File: src/rtl/pwm_bank_pkg.sv
package pwm_bank_pkg;
  localparam int REG_W  = 32;
  localparam int CNT_W  = 16;
  localparam int LEAD_W = 15;
  localparam int ADDR_W = 6;
  localparam int IDX_W  = 3;

  typedef enum logic [2:0] {
    ST_IDLE, ST_LEAD, ST_HIGH, ST_LOW, ST_DONE
  } chState_t;

  // control word layout: enable | lead-in | repeat count (MSB to LSB)
  typedef struct packed {
    logic              en;
    logic [LEAD_W-1:0] lead;
    logic [CNT_W-1:0]  rep;
  } ctrlReg_t;

  // timing word layout: high length | low length
  typedef struct packed {
    logic [CNT_W-1:0] high;
    logic [CNT_W-1:0] low;
  } timeReg_t;

  // strobes from a channel's control FSM to its datapath
  typedef struct packed {
    logic loadLead;
    logic startPeriod;
    logic enterLow;
    logic countDown;
    logic clrPeriods;
    logic incPeriods;
  } chStrobe_t;
endpackage

File: src/rtl/pwm_bank_regs.sv
module pwm_bank_regs
  import pwm_bank_pkg::*;
#(
  parameter int NUM_CH = 6
) (
  input  logic              clk,
  input  logic              rstN,
  input  logic              regWr,
  input  logic [ADDR_W-1:0] regAddr,
  input  logic [REG_W-1:0]  regWdata,
  output logic [REG_W-1:0]  regRdata,
  output ctrlReg_t          ctrlQ [NUM_CH],
  output timeReg_t          timeQ [NUM_CH]
);
  logic             isTime;
  logic [IDX_W-1:0] idx;
  logic             hit;

  assign isTime = regAddr[ADDR_W-1];
  assign idx    = regAddr[IDX_W+1:2];
  assign hit    = (int'(idx) < NUM_CH);

  for (genvar ch = 0; ch < NUM_CH; ch++) begin : g_slot
    logic sel;
    assign sel = regWr && hit && (idx == IDX_W'(ch));
    always_ff @(posedge clk or negedge rstN) begin
      if (!rstN) begin
        ctrlQ[ch] <= '0;
        timeQ[ch] <= '0;
      end else if (sel) begin
        if (isTime) timeQ[ch] <= timeReg_t'(regWdata);
        else        ctrlQ[ch] <= ctrlReg_t'(regWdata);
      end
    end
  end

  always_comb begin
    regRdata = '0;
    for (int ch = 0; ch < NUM_CH; ch++) begin
      if (hit && idx == IDX_W'(ch))
        regRdata = isTime ? REG_W'(timeQ[ch]) : REG_W'(ctrlQ[ch]);
    end
  end
endmodule

File: src/rtl/pwm_chan_ctrl.sv
module pwm_chan_ctrl
  import pwm_bank_pkg::*;
(
  input  logic      clk,
  input  logic      rstN,
  input  logic      en,
  input  logic      leadZero,
  input  logic      shHighZero,
  input  logic      actLowZero,
  input  logic      cntZero,
  input  logic      lastPeriod,
  output chState_t  state,
  output chStrobe_t stb
);
  chState_t nxt;
  chState_t startSt;
  logic     goStart;
  logic     endPeriod;

  assign startSt = shHighZero ? ST_LOW : ST_HIGH;

  always_comb begin
    nxt       = state;
    stb       = '0;
    goStart   = 1'b0;
    endPeriod = 1'b0;
    if (!en) begin
      nxt = ST_IDLE;
    end else begin
      unique case (state)
        ST_IDLE: begin
          stb.clrPeriods = 1'b1;
          if (!leadZero) begin
            nxt          = ST_LEAD;
            stb.loadLead = 1'b1;
          end else begin
            goStart = 1'b1;
          end
        end
        ST_LEAD: begin
          if (cntZero) goStart = 1'b1;
          else         stb.countDown = 1'b1;
        end
        ST_HIGH: begin
          if (!cntZero) begin
            stb.countDown = 1'b1;
          end else if (!actLowZero) begin
            nxt          = ST_LOW;
            stb.enterLow = 1'b1;
          end else begin
            endPeriod = 1'b1;
          end
        end
        ST_LOW: begin
          if (!cntZero) stb.countDown = 1'b1;
          else          endPeriod = 1'b1;
        end
        ST_DONE: ;
        default: nxt = ST_IDLE;
      endcase
      if (endPeriod) begin
        stb.incPeriods = 1'b1;
        if (lastPeriod) nxt = ST_DONE;
        else            goStart = 1'b1;
      end
      if (goStart) begin
        stb.startPeriod = 1'b1;
        nxt             = startSt;
      end
    end
  end

  always_ff @(posedge clk or negedge rstN) begin
    if (!rstN) state <= ST_IDLE;
    else       state <= nxt;
  end
endmodule

File: src/rtl/pwm_chan_dp.sv
module pwm_chan_dp
  import pwm_bank_pkg::*;
(
  input  logic      clk,
  input  logic      rstN,
  input  chStrobe_t stb,
  input  chState_t  state,
  input  ctrlReg_t  ctrl,
  input  timeReg_t  shTime,
  output logic      leadZero,
  output logic      shHighZero,
  output logic      actLowZero,
  output logic      cntZero,
  output logic      lastPeriod,
  output logic      pwmOut
);
  logic [CNT_W-1:0] cnt;
  logic [CNT_W-1:0] actLow;
  logic [CNT_W-1:0] periodCnt;
  logic [CNT_W-1:0] firstLen;

  assign leadZero   = (ctrl.lead == '0);
  assign shHighZero = (shTime.high == '0);
  assign actLowZero = (actLow == '0);
  assign cntZero    = (cnt == '0);
  assign lastPeriod = (ctrl.rep != '0) &&
                      ({1'b0, periodCnt} + 1'b1 == {1'b0, ctrl.rep});

  // first phase length of a new period, taken from the shadow word
  always_comb begin
    if (!shHighZero)            firstLen = shTime.high - 1'b1;
    else if (shTime.low != '0)  firstLen = shTime.low - 1'b1;
    else                        firstLen = '0;
  end

  always_ff @(posedge clk or negedge rstN) begin
    if (!rstN) begin
      cnt       <= '0;
      actLow    <= '0;
      periodCnt <= '0;
    end else begin
      if (stb.loadLead) begin
        cnt <= CNT_W'(ctrl.lead) - 1'b1;
      end else if (stb.startPeriod) begin
        cnt    <= firstLen;
        actLow <= shTime.low;
      end else if (stb.enterLow) begin
        cnt <= actLow - 1'b1;
      end else if (stb.countDown) begin
        cnt <= cnt - 1'b1;
      end
      if (stb.clrPeriods)      periodCnt <= '0;
      else if (stb.incPeriods) periodCnt <= periodCnt + 1'b1;
    end
  end

  assign pwmOut = ctrl.en && (state == ST_HIGH);
endmodule

File: src/rtl/pwm_bank.sv
module pwm_bank
  import pwm_bank_pkg::*;
#(
  parameter int NUM_CH = 6
) (
  input  logic              clk,
  input  logic              rstN,
  input  logic              regWr,
  input  logic [5:0]        regAddr,
  input  logic [31:0]       regWdata,
  output logic [31:0]       regRdata,
  output logic [NUM_CH-1:0] pwmOut
);
  ctrlReg_t          ctrlQ [NUM_CH];
  timeReg_t          timeQ [NUM_CH];
  logic [NUM_CH-1:0] chanEn;

  pwm_bank_regs #(.NUM_CH(NUM_CH)) u_regs (
    .clk(clk), .rstN(rstN), .regWr(regWr), .regAddr(regAddr),
    .regWdata(regWdata), .regRdata(regRdata), .ctrlQ(ctrlQ), .timeQ(timeQ)
  );

  for (genvar ch = 0; ch < NUM_CH; ch++) begin : g_chan
    chState_t  state;
    chStrobe_t stb;
    logic      leadZero, shHighZero, actLowZero, cntZero, lastPeriod;

    assign chanEn[ch] = ctrlQ[ch].en;

    pwm_chan_ctrl u_ctrl (
      .clk(clk), .rstN(rstN), .en(ctrlQ[ch].en), .leadZero(leadZero),
      .shHighZero(shHighZero), .actLowZero(actLowZero), .cntZero(cntZero),
      .lastPeriod(lastPeriod), .state(state), .stb(stb)
    );

    pwm_chan_dp u_dp (
      .clk(clk), .rstN(rstN), .stb(stb), .state(state), .ctrl(ctrlQ[ch]),
      .shTime(timeQ[ch]), .leadZero(leadZero), .shHighZero(shHighZero),
      .actLowZero(actLowZero), .cntZero(cntZero), .lastPeriod(lastPeriod),
      .pwmOut(pwmOut[ch])
    );
  end
endmodule

File: config.mk
export PLATFORM = sky130hd
export DESIGN_NAME = pwm_bank
export DESIGN_NICKNAME = d
export VERILOG_FILES = /design/src/rtl/pwm_bank_pkg.sv /design/src/rtl/pwm_bank_regs.sv /design/src/rtl/pwm_chan_ctrl.sv /design/src/rtl/pwm_chan_dp.sv /design/src/rtl/pwm_bank.sv
export SDC_FILE = /design/constraint.sdc
export NUM_CORES = 2
export LEC_CHECK = 0
export ABC_AREA = 1
export CAP_MARGIN = 20
export CORE_MARGIN = 2
export CORE_UTILIZATION = 60
export CTS_CLUSTER_DIAMETER = 60
export DETAILED_ROUTE_END_ITERATION = 6
export DONT_BUFFER_PORTS = 1
export GPL_TIMING_DRIVEN = 0
export PLACE_DENSITY = 0.76
export RECOVER_POWER = 25
export SYNTH_ARGS = -nofsm -noshare
export SYNTH_HDL_FRONTEND = slang
export SYNTH_HIERARCHICAL = 1
export SYNTH_SLANG_ARGS = --single-unit
File: constraint.sdc
create_clock -name clk -period 9.29 [get_ports clk]
set_input_delay 0.4645 -clock clk [delete_from_list [all_inputs] [get_ports clk]]
set_output_delay 0.4645 -clock clk [all_outputs]
set_load 0.01 [all_outputs]
==> results.py <==
metrics = {
    "routing": {
        "vias": 48860,
        "routed_via_density": 5.950,
        "drt-initial-drc-count": 6351,
        "routed_wl_um": 174300,
        "routedWlPerCell_um": 21.22,
        "dr.pass1.iters": 7,
        "route.antenna.remaining_nets": 0,
        "drc": 12,
    },
    "floorplanning": {
        "die_h_um": 285.0,
        "rows": 103,
        "initial_utilization_pct": 60.27,
        "die_area_sq_um": 81230,
        "die_x_um": 285.0,
        "ioPinCount": 79,
        "core_area_sq_um": 78610,
    },
    "power_and_ir_drop": {
        "combPwrFrac_pct": 34.4,
        "finalPower_mw": 12.44,
        "p_seq_share_pct": 36.1,
        "p_leak_nw": 24.72,
        "ir_drop_mv": 0.1766,
        "p_switching_mw": 5.170,
        "swShare_pct": 41.55,
        "pwr-share-clk_pct": 29.5,
        "power.internal_mw": 7.272,
        "powerDensity_nw_per_um2": 239.4,
    },
    "cells_and_area": {
        "nets": 7171,
        "drive_gt1_share_pct": 9.330,
        "final_cells": 8211,
        "area_growth_syn_to_layout_pct": 9.689,
    },
    "logic_synthesis": {
        "yosysUniqueCellTypes": 63,
        "syn-num-nets": 7072,
        "synthCells": 6989,
        "yosysTopAreaCell": "dfrtp_1",
        "ys_ff_latch": 690,
        "synth-async-reset-ratio_pct": 100.0,
        "yosys_warnings": 6,
        "syn_area_sq_um": 47380,
        "ys_top_cells_by_area": "dfrtp_1, nand2_1, o21ai_0",
        "yosysTopAreaCellShare_pct": 36.44,
        "synth_edf_count": 0,
        "ys.flop_type": "dfrtp_1",
        "synthesis.area_per_instance_sq_um": 6.779,
        "seq_area_frac_synth_pct": 36.44,
    },
    "place": {
        "gp_congestion": 1.062,
        "io_buffers": 0,
        "place_inst": 8045,
        "hpwlAfterDp_um": 130200,
    },
    "critical_path": {
        "cp_max_fo": 10,
        "startpoint_type": "register",
        "worstPathRequired_ns": 9.84,
        "setup.worst_path.class": "register to register",
        "reg2reg_from": "g_chan[4].u_dp/periodCnt[1]$_DFFE_PN0P_",
        "rrSetupSlack_ns": 4.98,
        "cp-end-kind": "register",
        "r2r-end": "g_chan[4].u_dp/cnt[11]$_DFFE_PN0P_",
        "reg2reg_depth": 21,
        "arrival_ns": 4.86,
    },
    "clock_network": {
        "cts.htree.levels": 3,
        "cts_buffers": 87,
        "cts_tree": "yes",
        "clock_latency_ns": 0.66,
        "path_clk_slew_ns": 0.06,
        "cts_sinks": 690,
        "root_buffer": "clkbuf_16",
        "cts_buffer_depth": 3,
    },
    "sta": {
        "hold_ws_ns": -0.4895,
        "finalClockSkew_ns": 0.02501,
        "worst_pin_slew_ns": 3.244,
        "setup_viol": 0,
        "final_hold_viol_count": 227,
        "fin_crit_sh_pct": 46.41,
        "maxSlewViolCount": 648,
        "relSlewSlack_pct": -116.3,
        "fin_crit_ns": 4.312,
        "finalSetupTns_ns": 0,
        "rsz0062_at_grt": "false",
        "fmax_mhz": 231.9,
    },
    "run": {
        "maxCapViolations": 0,
    },
    "grt": {
        "grt_pass1_vias": 44990,
        "grt_pass1_wl_um": 265300,
        "antenna_found_initial": 7,
        "groute.usage.overall_pct": 42.45,
        "grt-ovfl-total": 0,
        "grt_start_max_net_pins": 691,
    },
    "hold_path": {
        "hold_class": "input pin to asynchronous set/reset pin",
    },
    "outcome": {
        "status": "complete, but fails checks",
        "violations": "DRC, hold timing, slew limit",
    },
}
[cell type report]
type	count	area, sq um
Inverter	802	3022
Clock buffer	116	2542
Antenna cell	1	2.502
Sequential cell	690	17270
Multi-Input combinational cell	5240	25830
Fill cell	7267	26640
Buffer	257	1272
Timing Repair Buffer	10	142.6
Clock inverter	45	580.6
Tap cell	1050	1314
[layout by cell type, fill, tap and decap left out, types with 85 or more instances in the layout]
master,synthesis,layout
nor3_1,89,89
nand4_1,133,133
clkbuf_16,0,92
inv_1,749,749
nand2_1,2144,2144
dfrtp_1,690,690
nand3_1,395,395
a21oi_1,157,157
o22ai_1,85,85
o21ai_1,195,195
clkbuf_1,153,155
xor2_1,147,147
nor2_1,677,677
o21ai_0,564,564
[power by group through the flow]
| stage | clock [mW] | sequential (mW) | combinational [mW] |
|---|---|---|---|
| 2_1_floorplan | 0 | 4.14 | 3.13 |
| 3_3_place_gp | 0 | 4.49 | 4.05 |
| 3_5_place_dp | 0 | 4.49 | 4.12 |
| 4_1_cts | 3.69 | 4.45 | 4.15 |
| 5_1_grt | 3.81 | 4.56 | 4.75 |
| 6_report | 3.67 | 4.49 | 4.28 |
[worst max-delay path by stage]
stage	startpoint	to	slack (ns)	depth (start not counted)
2_1_floorplan	g_chan[3].u_dp/periodCnt[0]$_DFFE_PN0P_	g_chan[3].u_dp/cnt[10]$_DFFE_PN0P_	6.18	25
3_3_place_gp	g_chan[4].u_dp/periodCnt[1]$_DFFE_PN0P_	g_chan[4].u_dp/cnt[11]$_DFFE_PN0P_	5.12	21
3_5_place_dp	g_chan[4].u_dp/periodCnt[1]$_DFFE_PN0P_	g_chan[4].u_dp/cnt[11]$_DFFE_PN0P_	5.12	21
4_1_cts	g_chan[4].u_dp/periodCnt[1]$_DFFE_PN0P_	g_chan[4].u_dp/cnt[11]$_DFFE_PN0P_	5.09	21
5_1_grt	g_chan[4].u_dp/periodCnt[1]$_DFFE_PN0P_	g_chan[4].u_dp/cnt[11]$_DFFE_PN0P_	4.71	21
6_report	g_chan[4].u_dp/periodCnt[1]$_DFFE_PN0P_	g_chan[4].u_dp/cnt[11]$_DFFE_PN0P_	4.98	21
[Yosys cell counts (43+ instances only)]
cell and number:
nand4_1 133, o21ai_0 564, inv_2 43, a21oi_1 157, nor2_2 56, or2_2 83, nor2_1 677, o211ai_1 76
nor3_1 89, xor2_1 147, clkbuf_1 153, o21ai_1 195, nand3_1 395, nand3_2 46, dfrtp_1 690, buf_2 72
nand2_1 2144, o22ai_1 85, inv_1 749
[registers in the layout (all words and copies together) (netlist names)]
signal / flops
u_regs/ctrlQ: 192
u_regs/timeQ: 192
g_chan.u_dp/actLow: 96
g_chan.u_dp/cnt: 96
g_chan.u_dp/periodCnt: 96
g_chan.u_ctrl/state: 18
[per-layer routing]
metal	vias to the layer above	share of wire (%)	wire (um)	track usage, %
met3	511	12	20450	10.78
li1	22850	-	-	-
met4	6	5.9	10280	21.45
met5	-	0.027	47	0
met2	2682	42	72750	62.03
met1	22810	41	70720	58.56
[cell families after synthesis]
kind of cell | Yosys count | share of synthesized area, %
simple gates | 3827 | 35.68
compound gates | 1183 | 13.97
flops | 690 | 36.44
buf+inv | 1059 | 9.045
fa+ha+maj | 42 | 1.109
xor+xnor | 188 | 3.750
[worst max-delay path, stage by stage, from the launching register on]
cell and delay [ns]:
dfrtp_1 0.43, ha_1 0.32, nand2_1 0.08, nor2_1 0.29, nand2_1 0.09, nand2_1 0.06
nand2_1 0.08, o211ai_1 0.22, nor2_1 0.07, nand4_1 0.10, nor2_1 0.05, inv_1 0.06
nand3_2 0.09, nand2_2 0.10, inv_2 0.05, nor2_1 0.59, inv_1 0.23, nor2_2 0.38
clkbuf_1 0.38, o211ai_1 0.26, nand3_1 0.18, nand2_1 0.06
[what timing repair did]
item	CTS	global route
hold endpoints to repair	690	690
setup buffers	0	0
gates resized for setup	0	0
[per-stage QoR]
| step | utilization [%] | cell area (sq um) | setup WS, ns |
|---|---|---|---|
| floorplan | - | 47380 | 6.184 |
| global placement | 61.94 | 48690 | 5.119 |
| CTS | 66.04 | 51920 | 5.091 |
| finish | 66.11 | 51970 | 4.978 |
| global route | 66.11 | 51970 | 4.713 |
| detailed placement | 62.07 | 48790 | 5.121 |
Power figures use the tool's default switching activity.
